**src/rtl/bank_guard_pkg.sv**
```systemverilog
package bank_guard_pkg;

   typedef enum logic [1:0] {
      GUARD_OPEN = 2'b00,
      GUARD_RD   = 2'b01,
      GUARD_WR   = 2'b10,
      GUARD_RW   = 2'b11
   } guard_mode_e;

   function automatic logic reads_blocked(input guard_mode_e m);
      return (m == GUARD_RD) || (m == GUARD_RW);
   endfunction

   function automatic logic writes_blocked(input guard_mode_e m);
      return (m == GUARD_WR) || (m == GUARD_RW);
   endfunction

endpackage

```
**src/rtl/guard_mode_table.sv**
```systemverilog
module guard_mode_table
   import bank_guard_pkg::*;
#(
   parameter int NUM_BANKS = 4,
   parameter int LOCKABLE  = 3,
   parameter int BANK_W    = 2
) (
   input  logic                  clk,
   input  logic                  rst_n,
   input  logic [2*LOCKABLE-1:0] cfg_i,
   input  logic [BANK_W-1:0]     bank_i,
   output guard_mode_e           mode_o
);

   logic [2*NUM_BANKS-1:0] mode_vec;

   for (genvar b = 0; b < NUM_BANKS; b++) begin : g_bank
      if (b < LOCKABLE) begin : g_lockable
         logic [1:0] mode_q;
         always_ff @(posedge clk) begin
            if (!rst_n) mode_q <= cfg_i[2*b +: 2];
         end
         assign mode_vec[2*b +: 2] = mode_q;
      end else begin : g_open
         assign mode_vec[2*b +: 2] = GUARD_OPEN;
      end
   end

   assign mode_o = guard_mode_e'(mode_vec[2*bank_i +: 2]);

endmodule

```
**src/rtl/guard_access_filter.sv**
```systemverilog
module guard_access_filter
   import bank_guard_pkg::*;
(
   input  logic        fire_i,
   input  logic        write_i,
   input  logic        emu_i,
   input  guard_mode_e mode_i,
   output logic        mem_we_o,
   output logic        blank_o
);

   always_comb begin
      mem_we_o = fire_i && write_i && !writes_blocked(mode_i);
      blank_o  = fire_i && !write_i && !emu_i && reads_blocked(mode_i);
   end

endmodule

```
**src/rtl/guard_store.sv**
```systemverilog
module guard_store #(
   parameter int ADDR_W = 8,
   parameter int DATA_W = 8
) (
   input  logic              clk,
   input  logic              we_i,
   input  logic [ADDR_W-1:0] addr_i,
   input  logic [DATA_W-1:0] wdata_i,
   output logic [DATA_W-1:0] rdata_o
);

   localparam int DEPTH = 1 << ADDR_W;

   logic [DATA_W-1:0] cells [DEPTH];

   always_ff @(posedge clk) begin
      if (we_i) cells[addr_i] <= wdata_i;
      rdata_o <= cells[addr_i];
   end

endmodule

```
**src/rtl/nvm_bank_guard.sv**
```systemverilog
module nvm_bank_guard
   import bank_guard_pkg::*;
#(
   parameter int          ADDR_W   = 8,
   parameter int          DATA_W   = 8,
   parameter int          BANK_W   = 2,
   parameter int          LOCKABLE = 3,
   parameter logic [7:0]  FILL     = 8'hFF,
   parameter logic [7:0]  ID_ADDR  = 8'hFE
) (
   input  logic                  clk,
   input  logic                  rst_n,
   input  logic                  emu_i,
   input  logic [2*LOCKABLE-1:0] cfg_lock_i,
   input  logic                  req_valid_i,
   output logic                  req_ready_o,
   input  logic                  req_write_i,
   input  logic [ADDR_W-1:0]     req_addr_i,
   input  logic [DATA_W-1:0]     req_wdata_i,
   output logic                  rsp_valid_o,
   output logic                  rsp_wack_o,
   output logic [DATA_W-1:0]     rsp_rdata_o
);

   localparam int NUM_BANKS = 1 << BANK_W;
   localparam int OFF_W     = ADDR_W - BANK_W;
   localparam int ID_BANK   = int'(ID_ADDR) >> OFF_W;

   if (LOCKABLE >= NUM_BANKS) begin : g_bad_lockable
      $error("LOCKABLE must leave at least one open bank");
   end
   if (ID_BANK < LOCKABLE) begin : g_bad_id
      $error("ID_ADDR must fall in a bank that cannot be locked");
   end
   if (DATA_W != 8) begin : g_bad_width
      $error("FILL and ID_ADDR assume a byte-wide port");
   end

   logic              fire;
   logic              mem_we;
   logic              blank;
   guard_mode_e       mode;
   logic [DATA_W-1:0] mem_q;
   logic              ready_q;
   logic              rsp_valid_q;
   logic              rsp_wack_q;
   logic              blank_q;

   assign fire = req_valid_i && ready_q;

   guard_mode_table #(
      .NUM_BANKS(NUM_BANKS),
      .LOCKABLE (LOCKABLE),
      .BANK_W   (BANK_W)
   ) u_table (
      .clk   (clk),
      .rst_n (rst_n),
      .cfg_i (cfg_lock_i),
      .bank_i(req_addr_i[ADDR_W-1 -: BANK_W]),
      .mode_o(mode)
   );

   guard_access_filter u_filter (
      .fire_i  (fire),
      .write_i (req_write_i),
      .emu_i   (emu_i),
      .mode_i  (mode),
      .mem_we_o(mem_we),
      .blank_o (blank)
   );

   guard_store #(
      .ADDR_W(ADDR_W),
      .DATA_W(DATA_W)
   ) u_store (
      .clk    (clk),
      .we_i   (mem_we),
      .addr_i (req_addr_i),
      .wdata_i(req_wdata_i),
      .rdata_o(mem_q)
   );

   always_ff @(posedge clk or negedge rst_n) begin
      if (!rst_n) begin
         ready_q     <= 1'b0;
         rsp_valid_q <= 1'b0;
         rsp_wack_q  <= 1'b0;
         blank_q     <= 1'b0;
      end else begin
         ready_q     <= 1'b1;
         rsp_valid_q <= fire;
         rsp_wack_q  <= fire && req_write_i;
         blank_q     <= blank;
      end
   end

   assign req_ready_o = ready_q;
   assign rsp_valid_o = rsp_valid_q;
   assign rsp_wack_o  = rsp_wack_q;

   always_comb begin
      if (!rsp_valid_q || rsp_wack_q) rsp_rdata_o = '0;
      else if (blank_q)               rsp_rdata_o = FILL;
      else                            rsp_rdata_o = mem_q;
   end

endmodule

```
**config.mk**
```make
export PLATFORM = sky130hd
export DESIGN_NAME = nvm_bank_guard
export DESIGN_NICKNAME = d
export VERILOG_FILES = /design/src/rtl/bank_guard_pkg.sv /design/src/rtl/guard_mode_table.sv /design/src/rtl/guard_access_filter.sv /design/src/rtl/guard_store.sv /design/src/rtl/nvm_bank_guard.sv
export SDC_FILE = /design/constraint.sdc
export NUM_CORES = 2
export LEC_CHECK = 0
export BUFFER_PORTS_ARGS = -buffer_cell sky130_fd_sc_hd__clkbuf_2
export CELL_PAD_IN_SITES_DETAIL_PLACEMENT = 2
export CELL_PAD_IN_SITES_GLOBAL_PLACEMENT = 2
export CORE_ASPECT_RATIO = 0.9
export CORE_UTILIZATION = 41
export CTS_CLUSTER_DIAMETER = 80
export CTS_CLUSTER_SIZE = 14
export DETAILED_ROUTE_END_ITERATION = 8
export GPL_ROUTABILITY_DRIVEN = 0
export PLACE_DENSITY = 0.69
export SLEW_MARGIN = 10
export SYNTH_ARGS = -nofsm -noshare
export SYNTH_HDL_FRONTEND = slang
export SYNTH_SLANG_ARGS = --single-unit
```
**constraint.sdc**
```tcl
create_clock -name clk -period 2.7 [get_ports clk]
set_clock_uncertainty 0.1 [all_clocks]
set_input_delay 0.27 -clock clk [delete_from_list [all_inputs] [get_ports clk]]
set_output_delay 0.27 -clock clk [all_outputs]
set_load 0.01 [all_outputs]
```
==> run metrics <==
Rel. slew slack 44.45%; Total Wirelength 249000 um; synthesized area 78670 um^2; CP Launch Type flip-flop; drt via density 6.052; commonest non-fill, non-tap cell in the layout edfxtp_1; Core Box Area 190600 um^2; Max Slew Vio Count 0; worst hold path class input pin to flip-flop; pwr dens 666.9 nW/um^2; DRT Pass-1 Iters 5; CP required 3270 ps; FILL cells 16790; Worst-path clk slew 70 ps; share of layout cells above drive strength 1 33.32%; H-tree level count 4; final core utilization 48.36%; CP Buf/Inv Count 1; Port Buffers 37; unrepaired setup endpoints after global routing no; clk_lat worst skew 820 ps; syn_nets 3593; Area Growth Syn to Fin 17.14%; final cycle utilization of the critical path 98.38%; Post-CTS Setup Inserts 0; register bit total from synthesis 2066; placed cells 6560; status complete, no violations; Die Ht 417.6 um; Vias 41200; initial core utilization 41.28%; Site Rows 152; setup ws final 43.74 ps; Mapped Cells 3566; clk root buf clkbuf_16; die area 193600 um^2; Crit path arrival time 3230 ps; Max stage delay on crit path 750 ps; critical path's slowest cell o41ai_2; die outline width 463.7 um; P_leak 29.01 nW; CTS tree built; 1st-iter DRT viols 4553; Worst-Margin Slew 831.3 ps; initial antenna violation count 10; CTS Sinks 2066; kind of cell adding the most delay to the critical path compound AO/OA/AOI/OAI gates; final hold violation count 0; DRC 0; post-synthesis cell type count 29; critical path type flip-flop to flip-flop; FMAX 376.5 MHz; largest net degree at the start of global routing 84; max cap viols 0; Layout Cells excl Fill 6807; crit path cell chain mux4_2 > a22oi_1 > a21oi_1 > o41ai_2 > buf_4 > nand4_1; hpwl dp 162900 um; R2R setup slack 40 ps; total grt overflow 0; commonest cells after routing, fill and taps aside 2054 x edfxtp_1, 546 x buf_4, 512 x mux4_2; Tmin final 2656 ps; Final Net Count 4233; vias in the first global route 44540; peak supply drop 0.6522 mV; WHS 74.14 ps; Seq/Total Area, Yosys 78.73%; CTS max path bufs 3; post-detailed-route wirelength per cell 36.58 um; CTS Buf Count 165; first-pass GRT wire length 351500 um; Synth Warn # 0; Total GRT Usage 25.81%; Final TNS setup 0 ps; Crit. End Element flip-flop; Top Ports 38; crit-path max FO 1; post-route antenna net violation count 0; setup violators final 0; post-place setup slack -905.7 ps; syn avg cell area 22.06 um^2
flip-flops by register name, indices dropped and copies added (netlist names):
register	count
req_ready_o	1
u_table.g_bank.g_lockable.mode_q	6
blank_q	1
u_store.cells	2048
u_store.rdata_o	8
rsp_wack_o	1
rsp_valid_o	1
per-layer routing:
metal	track usage [%]	up-vias	routed length [um]
met4	8.497	6	7865
li1	-	16290	-
met1	34.07	22860	98820
met5	0	-	41
met3	3.430	359	14570
met2	44.30	1687	127700
worst paths after layout:
kind,to,cells past startpoint,from
max in group asynchronous,rsp_valid_o,3,rst_n
min in group asynchronous,rsp_wack_o,3,rst_n
hold / removal,u_table.g_bank[2].g_lockable.mode_q[1],2,cfg_lock_i[5]
setup / recovery,u_store.rdata_o[7],6,u_store.cells[189][7]
hold reg to reg,rsp_valid_o,1,req_ready_o
setup reg to reg,u_store.rdata_o[7],6,u_store.cells[189][7]
repair_timing:
| item | CTS | global route |
|---|---|---|
| hold endpoints to repair | 524 | 0 |
| hold buffers | 20 | 0 |
| gates resized for setup | 15 | 7 |
| setup endpoints to repair | 107 | 19 |
cell type report:
type                       instances  area (um^2)  share of cell area (%)
sequential                      2066        61940                   67.21
multi-input combinational       1271        15920                   17.28
timing repair buffer             700         6526                   7.082
clock buffer                     213         4458                   4.837
tap                             2541         3179                   3.450
clock inverter                    10        112.6                  0.1222
antenna                            4        10.01                 0.01086
inverter                           2        7.507                0.008146
cells in the mapped netlist:
| cell type | number | area, um^2 |
|---|---|---|
| a21oi_1 | 129 | 645.6 |
| a22oi_1 | 256 | 1922 |
| and2_1 | 3 | 18.77 |
| and3_1 | 1 | 6.260 |
| buf_1 | 20 | 75.07 |
| buf_2 | 44 | 220.2 |
| buf_4 | 13 | 97.59 |
| buf_6 | 2 | 22.52 |
| clkbuf_1 | 148 | 555.5 |
| conb_1 | 1 | 3.750 |
| dfrtp_1 | 4 | 100.1 |
| dfxtp_1 | 8 | 160.2 |
| edfxtp_1 | 2054 | 61680 |
| inv_1 | 2 | 7.510 |
| mux2i_1 | 2 | 20.02 |
| mux4_2 | 512 | 11530 |
| nand2_1 | 29 | 108.9 |
| nand2b_1 | 3 | 18.77 |
| nand3_1 | 4 | 20.02 |
| nand3b_1 | 1 | 7.510 |
| nand4_1 | 8 | 50.05 |
| nor2_1 | 278 | 1044 |
| nor2b_1 | 6 | 37.54 |
| nor3_1 | 2 | 10.01 |
| nor4b_1 | 1 | 8.760 |
| o2111ai_1 | 1 | 8.760 |
| o211ai_1 | 1 | 7.510 |
| o41ai_1 | 32 | 280.3 |
| or2_2 | 1 | 6.260 |
through the flow:
| step | instance area (um^2) | power, mW |
|---|---|---|
| after floorplan | 78670 | 37.49 |
| after global placement | 87280 | 39.31 |
| after detailed placement | 87290 | 39.51 |
| after CTS | 92110 | 61.85 |
| after global routing | 92150 | 62.86 |
| final | 92160 | 61.46 |
report_power, final:
group / total (mW) / switching, mW / internal, mW
clock: 22.7 / 11.2 / 11.5
combinational: 3.52 / 2.16 / 1.35
sequential: 35.3 / 0.0319 / 35.3
logic make-up after synthesis:
| family | after synthesis | synth area share [%] |
|---|---|---|
| buffers and inverters | 229 | 1.244 |
| AOI/OAI and AO/OA | 419 | 3.640 |
| and+or+nand+nor | 337 | 1.699 |
| muxes | 514 | 14.68 |
| DFF | 2066 | 78.73 |
| other | 1 | 0.004767 |
Note: power is estimated with default switching activity, not from simulation.
